**config.mk**
```make
export PLATFORM = sky130hd
export DESIGN_NAME = vedge_irq_counter
export DESIGN_NICKNAME = d
export VERILOG_FILES = /design/src/rtl/vedge_irq_pkg.sv /design/src/rtl/vedge_detect.sv /design/src/rtl/vedge_lockout.sv /design/src/rtl/vedge_count.sv /design/src/rtl/vedge_irq_counter.sv
export SDC_FILE = /design/constraint.sdc
export NUM_CORES = 1
export LEC_CHECK = 0
export ABC_AREA = 1
export ABC_CLOCK_PERIOD_IN_PS = 3100
export BUFFER_PORTS_ARGS = -buffer_cell sky130_fd_sc_hd__buf_2
export CAP_MARGIN = 40
export CORE_ASPECT_RATIO = 0.8
export CORE_UTILIZATION = 54
export CTS_BUF_LIST = sky130_fd_sc_hd__clkbuf_8
export CTS_CLUSTER_DIAMETER = 120
export DETAILED_ROUTE_END_ITERATION = 12
export PLACE_DENSITY = 0.81
export SLEW_MARGIN = 20
export SYNTH_ARGS = -nofsm -noshare
export SYNTH_HDL_FRONTEND = slang
export SYNTH_SLANG_ARGS = --single-unit
```
**constraint.sdc**
```tcl
create_clock -name clk -period 3.1 [get_ports clk]
set_input_delay 0.62 -clock clk [delete_from_list [all_inputs] [get_ports clk]]
set_output_delay 0.62 -clock clk [all_outputs]
set_load 0.02 [all_outputs]
```
**src/rtl/vedge_irq_pkg.sv**
```systemverilog
package vedge_irq_pkg;
   typedef struct packed {
      logic latch;
      logic reload;
      logic dis;
      logic ena;
   } cpu_wr_t;

   function automatic int dly_width(input int lockout);
      return (lockout < 1) ? 1 : $clog2(lockout + 1);
   endfunction
endpackage

```
**src/rtl/vedge_detect.sv**
```systemverilog
module vedge_detect #(
   parameter int ADDR_W   = 13,
   parameter int EDGE_BIT = 12
) (
   input  logic              clk,
   input  logic              rst_n,
   input  logic              strobe,
   input  logic [ADDR_W-1:0] addr,
   output logic              rise
);
   logic prev_q;

   always_ff @(posedge clk) begin
      if (!rst_n)      prev_q <= 1'b0;
      else if (strobe) prev_q <= addr[EDGE_BIT];
   end

   assign rise = strobe & addr[EDGE_BIT] & ~prev_q;
endmodule

```
**src/rtl/vedge_lockout.sv**
```systemverilog
module vedge_lockout #(
   parameter int LOCKOUT = 6,
   localparam int DLY_W  = vedge_irq_pkg::dly_width(LOCKOUT)
) (
   input  logic             clk,
   input  logic             rst_n,
   input  logic             rise,
   output logic             accept,
   output logic [DLY_W-1:0] dly
);
   generate
      if (LOCKOUT == 0) begin : g_nofilter
         assign accept = rise;
         assign dly    = '0;
      end else begin : g_filter
         localparam logic [DLY_W-1:0] ARM = DLY_W'(LOCKOUT);
         logic [DLY_W-1:0] dly_q;
         always_ff @(posedge clk) begin
            if (!rst_n)           dly_q <= '0;
            else if (rise)        dly_q <= ARM;
            else if (dly_q != '0) dly_q <= dly_q - 1'b1;
         end
         assign accept = rise & (dly_q == '0);
         assign dly    = dly_q;
      end
   endgenerate
endmodule

```
**src/rtl/vedge_count.sv**
```systemverilog
module vedge_count
   import vedge_irq_pkg::*;
#(
   parameter int CNT_W = 8
) (
   input  logic             clk,
   input  logic             rst_n,
   input  logic             accept,
   input  cpu_wr_t          wr,
   input  logic [CNT_W-1:0] wr_data,
   output logic [CNT_W-1:0] cnt,
   output logic             en,
   output logic             irq
);
   localparam logic [CNT_W-1:0] ONE = CNT_W'(1);

   logic [CNT_W-1:0] latch_q, cnt_q;
   logic             en_q, irq_q, hit;

   assign hit = accept & ~wr.reload & (cnt_q == ONE) & en_q;

   always_ff @(posedge clk) begin
      if (!rst_n) begin
         latch_q <= '0;
         cnt_q   <= '0;
         en_q    <= 1'b0;
         irq_q   <= 1'b0;
      end else begin
         if (wr.latch) latch_q <= wr_data;
         if (wr.reload)                  cnt_q <= '0;
         else if (accept && cnt_q == '0) cnt_q <= latch_q;
         else if (accept)                cnt_q <= cnt_q - 1'b1;
         if (wr.dis)      en_q <= 1'b0;
         else if (wr.ena) en_q <= 1'b1;
         if (wr.dis)   irq_q <= 1'b0;
         else if (hit) irq_q <= 1'b1;
      end
   end

   assign cnt = cnt_q;
   assign en  = en_q;
   assign irq = irq_q;
endmodule

```
**src/rtl/vedge_irq_counter.sv**
```systemverilog
module vedge_irq_counter
   import vedge_irq_pkg::*;
#(
   parameter int ADDR_W   = 13,
   parameter int EDGE_BIT = 12,
   parameter int CNT_W    = 8,
   parameter int LOCKOUT  = 6,
   localparam int DLY_W   = dly_width(LOCKOUT)
) (
   input  logic              clk,
   input  logic              rst_n,
   input  logic              vaddr_valid,
   input  logic [ADDR_W-1:0] vaddr,
   input  logic              wr_latch,
   input  logic              wr_reload,
   input  logic              wr_disable,
   input  logic              wr_enable,
   input  logic [CNT_W-1:0]  wr_data,
   output logic              irq
);
   generate
      if (EDGE_BIT >= ADDR_W || EDGE_BIT < 0) begin : g_bad_bit
         $error("EDGE_BIT must lie inside the address bus");
      end
      if (CNT_W < 1) begin : g_bad_cnt
         $error("CNT_W must be at least 1");
      end
      if (LOCKOUT < 0) begin : g_bad_lock
         $error("LOCKOUT must not be negative");
      end
   endgenerate

   cpu_wr_t          wr_w;
   logic             rise_w, accept_w, en_w;
   logic [DLY_W-1:0] dly_w;
   logic [CNT_W-1:0] cnt_w;

   assign wr_w = '{latch: wr_latch, reload: wr_reload, dis: wr_disable, ena: wr_enable};

   vedge_detect #(.ADDR_W(ADDR_W), .EDGE_BIT(EDGE_BIT)) u_detect (
      .clk(clk), .rst_n(rst_n), .strobe(vaddr_valid), .addr(vaddr), .rise(rise_w)
   );

   vedge_lockout #(.LOCKOUT(LOCKOUT)) u_lockout (
      .clk(clk), .rst_n(rst_n), .rise(rise_w), .accept(accept_w), .dly(dly_w)
   );

   vedge_count #(.CNT_W(CNT_W)) u_count (
      .clk(clk), .rst_n(rst_n), .accept(accept_w), .wr(wr_w), .wr_data(wr_data),
      .cnt(cnt_w), .en(en_w), .irq(irq)
   );
endmodule

```
## After elaboration in Yosys (flattened, before gate mapping)

Cells that the tools add are included.

| operators by class | value |
|---|---|
| add/sub/neg operators | 2 |
| equality and inequality tests | 1 |
| mux-type cells | 4 |
| bitwise gates (word level) | 9 |
| reduce and logical (&&, ||, !) cells | 9 |

Operators with widths:

| cell | number |
|---|---|
| two-way mux 8 bit | 2 |
| == test 8 x 1 -> 1 bit, second input constant | 1 |
| zero test 8 bit | 1 |
| subtractor 8 x 1 -> 8 bit, second input constant | 1 |
| bitwise AND 1 bit | 6 |
| two-way mux 3 bit | 2 |
| OR reduction 2 bit | 3 |
| nonzero test 2 bit | 2 |
| zero test 3 bit | 1 |
| inverter 1 bit | 3 |
| nonzero test 3 bit | 1 |
| subtractor 3 x 1 -> 3 bit, second input constant | 1 |
| logical AND 1 bit | 1 |

| storage, ports and cells | value |
|---|---|
| register bits after elaboration | 22 |
| bits of input ports | 28 |
| output and inout port bits | 1 |

## Depth between registers and ports, before layout

Gate-level depths: netlist of the first run.

| depth | value |
|---|---|
| word-level depth | 6 |
| gate-level depth with buffers | 9 |

## By module

Synthesis of the first run repeated with hierarchy kept, for this count alone.

| unflattened totals | value |
|---|---|
| cells, all modules | 173 |
| area, all modules | 1147.4 µm² |

Modules (own cells, without submodules):

| module | instances | cells each | area an instance (µm²) |
|---|---|---|---|
| vedge_count | 1 | 139 | 919.6 |
| vedge_lockout | 1 | 27 | 180.2 |
| vedge_detect | 1 | 7 | 47.5 |

## Worst setup path before layout of the first run

Ideal clock, no wire load.

| path | value |
|---|---|
| path kind | input to register |
| start | in vaddr_valid |
| end | reg u_count.cnt_q[6], in the netlist u_count.cnt[6] |
| setup time | 0.071 ns |
| arrival | 1.290 ns |
| required time | 3.029 ns |
| slack | 1.739 ns |
| stages on the path | 7 |
| buffers on the path | 1 |
| cells stage by stage | nand2_1 nor2_4 nand2_4 buf_6 a21oi_2 nand2_1 a21oi_1 |

| between the ends | value |
|---|---|
| longest elaborated chain between the ends | 5 |
| elaborated cells between the ends (all ways) | 6 |
| classes of those cells | 1 x mux; 3 x bitwise; 2 x reduce/logical |

Ends and longest elaborated chain:

| element | line | source |
|---|---|---|
| start, declared | vedge_irq_counter.sv:12 | `input logic vaddr_valid,` |
| bitwise AND 1 bit * (2 in a row) | vedge_detect.sv:18 | `assign rise = strobe & addr[EDGE_BIT] & ~prev_q;` |
| bitwise AND 1 bit * | vedge_lockout.sv:23 | `assign accept = rise & (dly_q == '0);` |
| logical AND 1 bit | vedge_count.sv:31 | `else if (accept && cnt_q == '0) cnt_q <= latch_q;` |
| two-way mux 8 bit or nonzero test 2 bit (tied branches) | - |  |
| end signal, assigned | vedge_count.sv:31 |  |
| end signal, assigned | vedge_count.sv:32 | `else if (accept) cnt_q <= cnt_q - 1'b1;` |
| end, declared | vedge_count.sv:17 | `logic [CNT_W-1:0] latch_q, cnt_q;` |

Mark *: on every way between the ends. The rest lies on a longest branch, timed or not.
A chain may end at the register's enable or synchronous reset.

## Final worst setup path of the first run

| path | value |
|---|---|
| start | reg u_count.cnt_q[0], in the netlist u_count.cnt[0] |
| end | reg u_count.cnt_q[2], in the netlist u_count.cnt[2] |

| between the ends | value |
|---|---|
| longest elaborated chain between the ends | 3 |
| elaborated cells between the ends (all ways) | 6 |
| classes of those cells | 1 x add/sub; 2 x mux; 3 x reduce/logical |

Ends and longest elaborated chain:

| element | line |
|---|---|
| subtractor 8 x 1 -> 8 bit or zero test 8 bit (tied branches) | vedge_count.sv:32, vedge_count.sv:31 |
| two-way mux 8 bit or logical AND 1 bit (tied branches) | vedge_count.sv:32, vedge_count.sv:31 |
| two-way mux 8 bit or nonzero test 2 bit (tied branches) | - |

Parallel ways exist; a longest one is shown, timed or not. The select of a mux whose other input is x is not followed.

==> run summary, run 1 <==
run status: completed
slack of the worst reg-to-reg path: 1.55 ns
peak fanout along the critical path: 13
unrepaired setup endpoints after global routing: no
TritonCTS sink count: 22
aggregate routed wire length: 2217 µm
Synth area leaders: dfxtp_1 38%, nand2_1 10%, a21oi_1 8.7%, inv_1 8.1%, nor2_1 5.5%
final sum of negative setup slack: 0 ns
power spent charging and discharging nets: 0.1939 mW
via count of the first global-routing pass: 912
standard cell area after detailed placement: 0.001235 mm²
detail-routed net length per standard cell: 10.92 µm
Antenna Violating Nets Remaining: 0
Final Net Count: 213
synthesized area per cell: 7.085 µm²
Critical Path Sink Type: register
number of input and output port buffers inserted: 16
part of the total power dissipated in the clock network: 31.1%
r2r worst-path depth: 8
Max Cap Viol: 0
number of CTS-inserted buffers: 3
Cell Rows: 14
switch share: 29.50%
Clock Latency Late Sink: 0.26 ns
crit-path max cell delay: 0.35 ns
EDFF count, synth: 0
beginning of the worst hold path: u_count.latch_q[2]
share of final-layout standard cells stronger than drive strength 1: 17.88%
most area-hungry cell type in the Yosys netlist: dfxtp_1
Max rail drop VDD: 0.0003261 V
endpoints failing setup: 0
Die Outline Area: 0.002329 mm²
overall power: 0.6575 mW
core region area: 0.001944 mm²
type of the most critical hold path: register to register
Least-Margin Pin Slew: 0.3576 ns
placement-stage worst setup slack: 1.517 ns
global-route wire length before repair: 3822 µm
crit share post-route: 50.15%
hold_buf cts: 0
RR Endpoint: u_count.cnt[2]
Post-CTS Setup Repair Bufs: 0
final critical-path required period: 1.555 ns
Most used DFF post-synth: dfxtp_1
sink of the worst hold path: u_count.latch_q[2]
router iterations before antenna repair: 4
post-synth net total: 196
via-per-instance ratio: 5.074
total overflow reported by the global router: 0
top post-synthesis cells by count: 31 x nand2_1, 25 x inv_1, 22 x dfxtp_1
largest clock skew in the final design: 0.004717 ns
worst slew margin relative to its limit: 76.10%
# IOs: 29
area grow syn2layout: 11.70%
largest net degree at the start of global routing: 17
asr flop ratio synth: 0%
post-synthesis cell count: 163
area of all placed cells without fillers: 0.001290 mm²
CP required: 3.30 ns
TritonCTS clock tree: yes
Flop pwr share: 47.6%
starting density of the core: 59.40%
Resize count post-CTS: 0
sequential cell area fraction in the yosys report: 38.14%
die extent in x: 53.71 µm
static leakage power: 0.6294 nW
placer's final routability congestion estimate: 0.8469
final worst-path setup slack: 1.545 ns
number of antenna repair diodes: 0
DRC violation count after routing: 0
number of distinct standard cells referenced by the synthesized netlist: 22
cell depth of the worst min-delay path: 2
antenna violations before repair: 0
starting DRC count in detailed routing: 26
most common cell in the synthesized netlist: nand2_1
CTS clock-pin slew for the worst setup and hold paths: 0.08 ns
clock root buffer: clkbuf_8
kind of start point of the critical path: register
combinational share of power: 21.4%
overall die height: 43.36 µm
Pwr per Cell Area: 509.7 mW/mm²
Worst R2R Start: u_count.cnt[0]
Final Hold Viols: 0
number of synthesized register bits: 22
Arrival @ worst endpoint: 1.75 ns
HPWL after detailed placement: 1633 µm
Syn Std Cell Area: 0.001155 mm²
Final Slew Violations: 0
Int Power: 0.4635 mW
slowest stage cell on the critical path: dfxtp_1
yosys synthesis warning count: 0
number of buffers between clock root and the deepest sink: 2
DR vias: 1030
share of the synthesized area in the top cell type: 38.14%
# H-tree levels: 1
highest achievable clock rate: 643.3 MHz
sequence of cells on the critical path: inv_1 -> ha_1 -> nand2_2 -> nor2_4 -> inv_2 -> o21ai_0 -> nand3_1 -> a21oi_1
worst hold margin: 0.4540 ns
type of the worst setup path: register to register
GRT Util Overall: 22.94%
==> state kept, by name, indices dropped and copies added, names as in the netlist <==
register         flops
u_count.irq          1
u_lockout.dly        3
u_count.latch_q      8
u_count.cnt          8
u_detect.prev_q      1
u_count.en           1
==> metal layers <==
layer | GRT usage, % | part of all wire, % | up-vias
li1 | - | - | 546
met1 | 28.48 | 47 | 450
met2 | 36.54 | 45 | 32
met3 | 7.719 | 6.6 | 2
met4 | 8.421 | 0.90 | 0
met5 | 0 | 0 | -
==> logic make-up (layout without fill, tap and decap cells) <==
family / after synthesis / count (layout) / share of synthesized area (%)
fa+ha+maj: 5 / 5 / 5.417
xor+xnor: 2 / 2 / 1.517
buf+inv: 30 / 46 / 11.05
compound gates: 39 / 39 / 18.31
simple gates: 65 / 65 / 25.57
flops: 22 / 22 / 38.14
==> worst max-delay path, delay by kind of cell, from the launching register on <==
| kind | cells | cell delay [ns] |
|---|---|---|
| AO/OA/AOI/OAI | 2 | 0.23 |
| adder cells (fa/ha/maj) | 1 | 0.18 |
| buffers and inverters | 2 | 0.25 |
| flip-flops | 1 | 0.35 |
| AND/OR/NAND/NOR | 3 | 0.49 |
==> stage by stage <==
stage	cells	utilization [%]
6_report	203	66.34
3_5_place_dp	199	63.51
3_3_place_gp	199	63.51
5_1_grt	203	66.34
2_1_floorplan	163	-
4_1_cts	203	66.34
==> power groups by stage <==
stage                     Clock [mW]  Combinational [mW]  Sequential [mW]
final                          0.204               0.140            0.313
after global routing           0.225               0.160            0.315
after CTS                      0.208               0.140            0.313
after global placement             0               0.131            0.318
after detailed placement           0               0.139            0.319
after floorplan                    0               0.117            0.317
==> final cells by class <==
class,instances,area (µm²)
Clock buffer,4,55.05
Timing Repair Buffer,16,80.08
Multi-Input combinational cell,111,586.8
Sequential cell,22,440.4
Tap cell,24,30.03
Fill cell,164,654.4
Inverter,26,97.59
==> cells in the final DEF, fill, tap and decap left out, drive strengths merged <==
cell type / instances
clkbuf: 4
nand2: 34
ha: 5
inv: 26
nand4: 1
xor2: 2
dfxtp: 22
a21oi: 23
buf: 16
nor3: 2
nor2: 20
o21ai: 15
nand3: 7
a31oi: 1
or2: 1
==> how the worst max path moves through the flow <==
| stage | endpoint | slack (ns) | cells past startpoint | from |
|---|---|---|---|---|
| 6_report | u_count.cnt[2] | 1.55 | 8 | u_count.cnt[0] |
| 3_3_place_gp | u_count.cnt[4] | 1.57 | 7 | vaddr_valid |
| 3_5_place_dp | u_count.cnt[2] | 1.52 | 8 | vaddr_valid |
| 2_1_floorplan | u_count.cnt[6] | 1.74 | 7 | vaddr_valid |
| 4_1_cts | u_count.cnt[2] | 1.54 | 8 | u_count.cnt[0] |
| 5_1_grt | u_count.cnt[2] | 1.42 | 8 | u_count.cnt[0] |
Note: power is estimated with default switching activity, not from simulation.
==> inputs of run 2 (changes only) <==
--- a/config.mk
+++ b/config.mk
@@ -6,15 +6,15 @@
 export NUM_CORES = 1
 export LEC_CHECK = 0
 export ABC_AREA = 1
-export ABC_CLOCK_PERIOD_IN_PS = 3100
+export ABC_CLOCK_PERIOD_IN_PS = 1400
 export BUFFER_PORTS_ARGS = -buffer_cell sky130_fd_sc_hd__buf_2
 export CAP_MARGIN = 40
 export CORE_ASPECT_RATIO = 0.8
-export CORE_UTILIZATION = 54
+export CORE_UTILIZATION = 49
 export CTS_BUF_LIST = sky130_fd_sc_hd__clkbuf_8
 export CTS_CLUSTER_DIAMETER = 120
 export DETAILED_ROUTE_END_ITERATION = 12
-export PLACE_DENSITY = 0.81
+export PLACE_DENSITY = 0.77
 export SLEW_MARGIN = 20
 export SYNTH_ARGS = -nofsm -noshare
 export SYNTH_HDL_FRONTEND = slang
==> constraint.sdc (replaced) <==
create_clock -name clk -period 1.4 [get_ports clk]
set_input_delay 0.28 -clock clk [delete_from_list [all_inputs] [get_ports clk]]
set_output_delay 0.28 -clock clk [all_outputs]
set_load 0.02 [all_outputs]
==> run 2 against run 1 <==
  * Largest power group unchanged
  * Hold slack worse by 0.22 ns
  * Utilization shrank 5.5 points
  * Non-clock buffer count increased by 3
  * Die area increased by 9.8%
  * Largest cell class unchanged
  * Clock power grew 130%
  * Maximum frequency is 21% higher
  * Clock skew up 0.0041 ns
==> run summary, run 2 (same netlist as run 1, synthesis figures left out) <==
Clock Latency Late Sink: 0.27 ns (about the same)
peak fanout along the critical path: 16 (+3)
r2r worst-path depth: 6 (-2)
DRC violation count after routing: 0 (unchanged)
clock root buffer: clkbuf_8
highest achievable clock rate: 775.7 MHz (+21%)
area of all sequential standard cells: 441.7 µm² (+0.28%)
Max rail drop VDD: 0.0008482 V (+160%)
number of antenna repair diodes: 0 (unchanged)
number of input and output port buffers inserted: 16 (unchanged)
kind of start point of the critical path: register
hold_buf cts: 0 (unchanged)
unrepaired setup endpoints after global routing: no
overall die height: 45.42 µm (+4.8%)
most frequent cells in the layout: 31 x nand2_1, 23 x inv_1, 21 x dfxtp_1
final sum of negative setup slack: 0 ns (unchanged)
core region area: 0.002196 mm² (+13%)
Least-Margin Pin Slew: 0.3443 ns (-0.01326 ns)
leading cell type in the layout, fill and taps excluded: nand2_1
area of all placed cells without fillers: 0.001336 mm² (+3.6%)
DR vias: 1041 (+1.1%)
run status: completed
GRT Util Overall: 20.25% (-2.7 points)
router iterations before antenna repair: 4 (unchanged)
type of the most critical hold path: input port to register
share of final-layout standard cells stronger than drive strength 1: 22.53% (+4.7 points)
Antenna Violating Nets Remaining: 0 (unchanged)
via-per-instance ratio: 5.029 (-0.89%)
Final Hold Viols: 0 (unchanged)
total overflow reported by the global router: 0 (unchanged)
TritonCTS sink count: 22 (unchanged)
aggregate routed wire length: 2271 µm (+2.4%)
worst slew margin relative to its limit: 77.02% (+0.92 points)
M1 GR Usage: 27.07% (-1.4 points)
area grow syn2layout: 15.71%
# IOs: 29 (unchanged)
most crowded layer after global routing: met2
detail-routed net length per standard cell: 10.97 µm (+0.46%)
cell depth of the worst min-delay path: 3 (+1)
Final Slew Violations: 0 (unchanged)
# H-tree levels: 1 (unchanged)
starting DRC count in detailed routing: 26 (unchanged)
crit share post-route: 92.08% (+42 points)
crit-path max cell delay: 0.34 ns (about the same)
CP required: 1.60 ns (-1.70 ns)
Pwr per Cell Area: 1134 mW/mm² (+120%)
TritonCTS clock tree: yes
endpoints failing setup: 0 (unchanged)
global-route wire length before repair: 4002 µm (+4.7%)
met3 capacity usage during global routing: 5.114% (-2.6 points)
CTS clock-pin slew for the worst setup and hold paths: 0.08 ns (about the same)
Arrival @ worst endpoint: 1.49 ns (-0.26 ns)
die extent in x: 56.28 µm (+4.8%)
most repeated library cell on the critical path: a21oi_1
Max Cap Viol: 0 (unchanged)
largest net degree at the start of global routing: 17 (unchanged)
number of buffers between clock root and the deepest sink: 2 (unchanged)
area of the multi-input gates: 595.6 µm² (+1.5%)
placer's final routability congestion estimate: 0.8677 (+2.5%)
Final Net Count: 216 (+1.4%)
number of CTS-inserted buffers: 3 (unchanged)
final critical-path required period: 1.289 ns (-0.2654 ns)
antenna violations before repair: 0 (unchanged)
static leakage power: 0.6500 nW (+3.3%)
sequence of cells on the critical path: nor2_2 -> ha_2 -> nand2_4 -> a21oi_1 -> nand2_1 -> a21oi_1
largest clock skew in the final design: 0.008773 ns (+0.004055 ns)
final worst-path setup slack: 0.1108 ns (-1.435 ns)
standard cell area after detailed placement: 0.001271 mm² (+2.9%)
Die Outline Area: 0.002556 mm² (+9.8%)
placement-stage worst setup slack: 0.05519 ns (-1.461 ns)
met2 Track Usage GR: 32.62% (-3.9 points)
type of the worst setup path: register to register
number of fillers in the final layout: 201 (+23%)
via count of the first global-routing pass: 952 (+4.4%)
starting density of the core: 52.59% (-6.8 points)
HPWL after detailed placement: 1686 µm (+3.2%)
Critical Path Sink Type: register
slowest stage cell on the critical path: dfxtp_1
Cell Rows: 15 (+1)
-- run 2: final cells by class --
cell class | count | share of cell area, %
inverter | 26 | 7.303
clock buffer | 4 | 4.120
timing repair buffer | 19 | 8.614
sequential | 22 | 33.05
multi-input combinational | 111 | 44.57
tap | 25 | 2.341
-- run 2: routing by layer --
layer	routed length, µm	part of all wire, %	vias up
li1	-	-	555
met1	1087	48	459
met2	1062	47	22
met3	102	4.5	5
met4	19	0.84	0
met5	0	0	-
-- run 2: critical path, delay by kind of cell, from the launching register on --
kind                     cells  cell delay, ns
flip-flops                   1            0.34
AND/OR/NAND/NOR              3            0.36
adder cells (fa/ha/maj)      1            0.23
AO/OA/AOI/OAI                2            0.29
-- run 2: through the flow --
stage / util (%) / hold slack [ns] / total power, mW / cells
after floorplan: - / 0.4094 / 0.9601 / 163
after global placement: 57.89 / 0.4459 / 1.038 / 203
after detailed placement: 57.89 / 0.4615 / 1.056 / 203
after CTS: 60.40 / 0.2295 / 1.508 / 207
after global routing: 60.85 / 0.2625 / 1.610 / 207
final: 60.85 / 0.2332 / 1.516 / 207
-- run 2: final timing paths --
| path | slack [ns] | to | startpoint |
|---|---|---|---|
| max reg2reg | 0.11 | u_count.cnt[7] | u_lockout.dly[0] |
| max | 0.11 | u_count.cnt[7] | u_lockout.dly[0] |
| min reg2reg | 0.47 | u_count.latch_q[7] | u_count.latch_q[7] |
| min | 0.23 | u_count.en | wr_enable |
-- run 2: what timing repair did --
action / in CTS / in global routing
endpoints found under the hold margin: 0 / 0
buffers inserted: 0 / 0
gates resized for setup: 0 / 6
endpoints found under the setup margin: 0 / 10
-- run 2: where the power goes --
part	switching [mW]	internal, mW	total, mW
Sequential	0.0290	0.667	0.696
Combinational	0.210	0.149	0.359
Clock	0.210	0.251	0.461
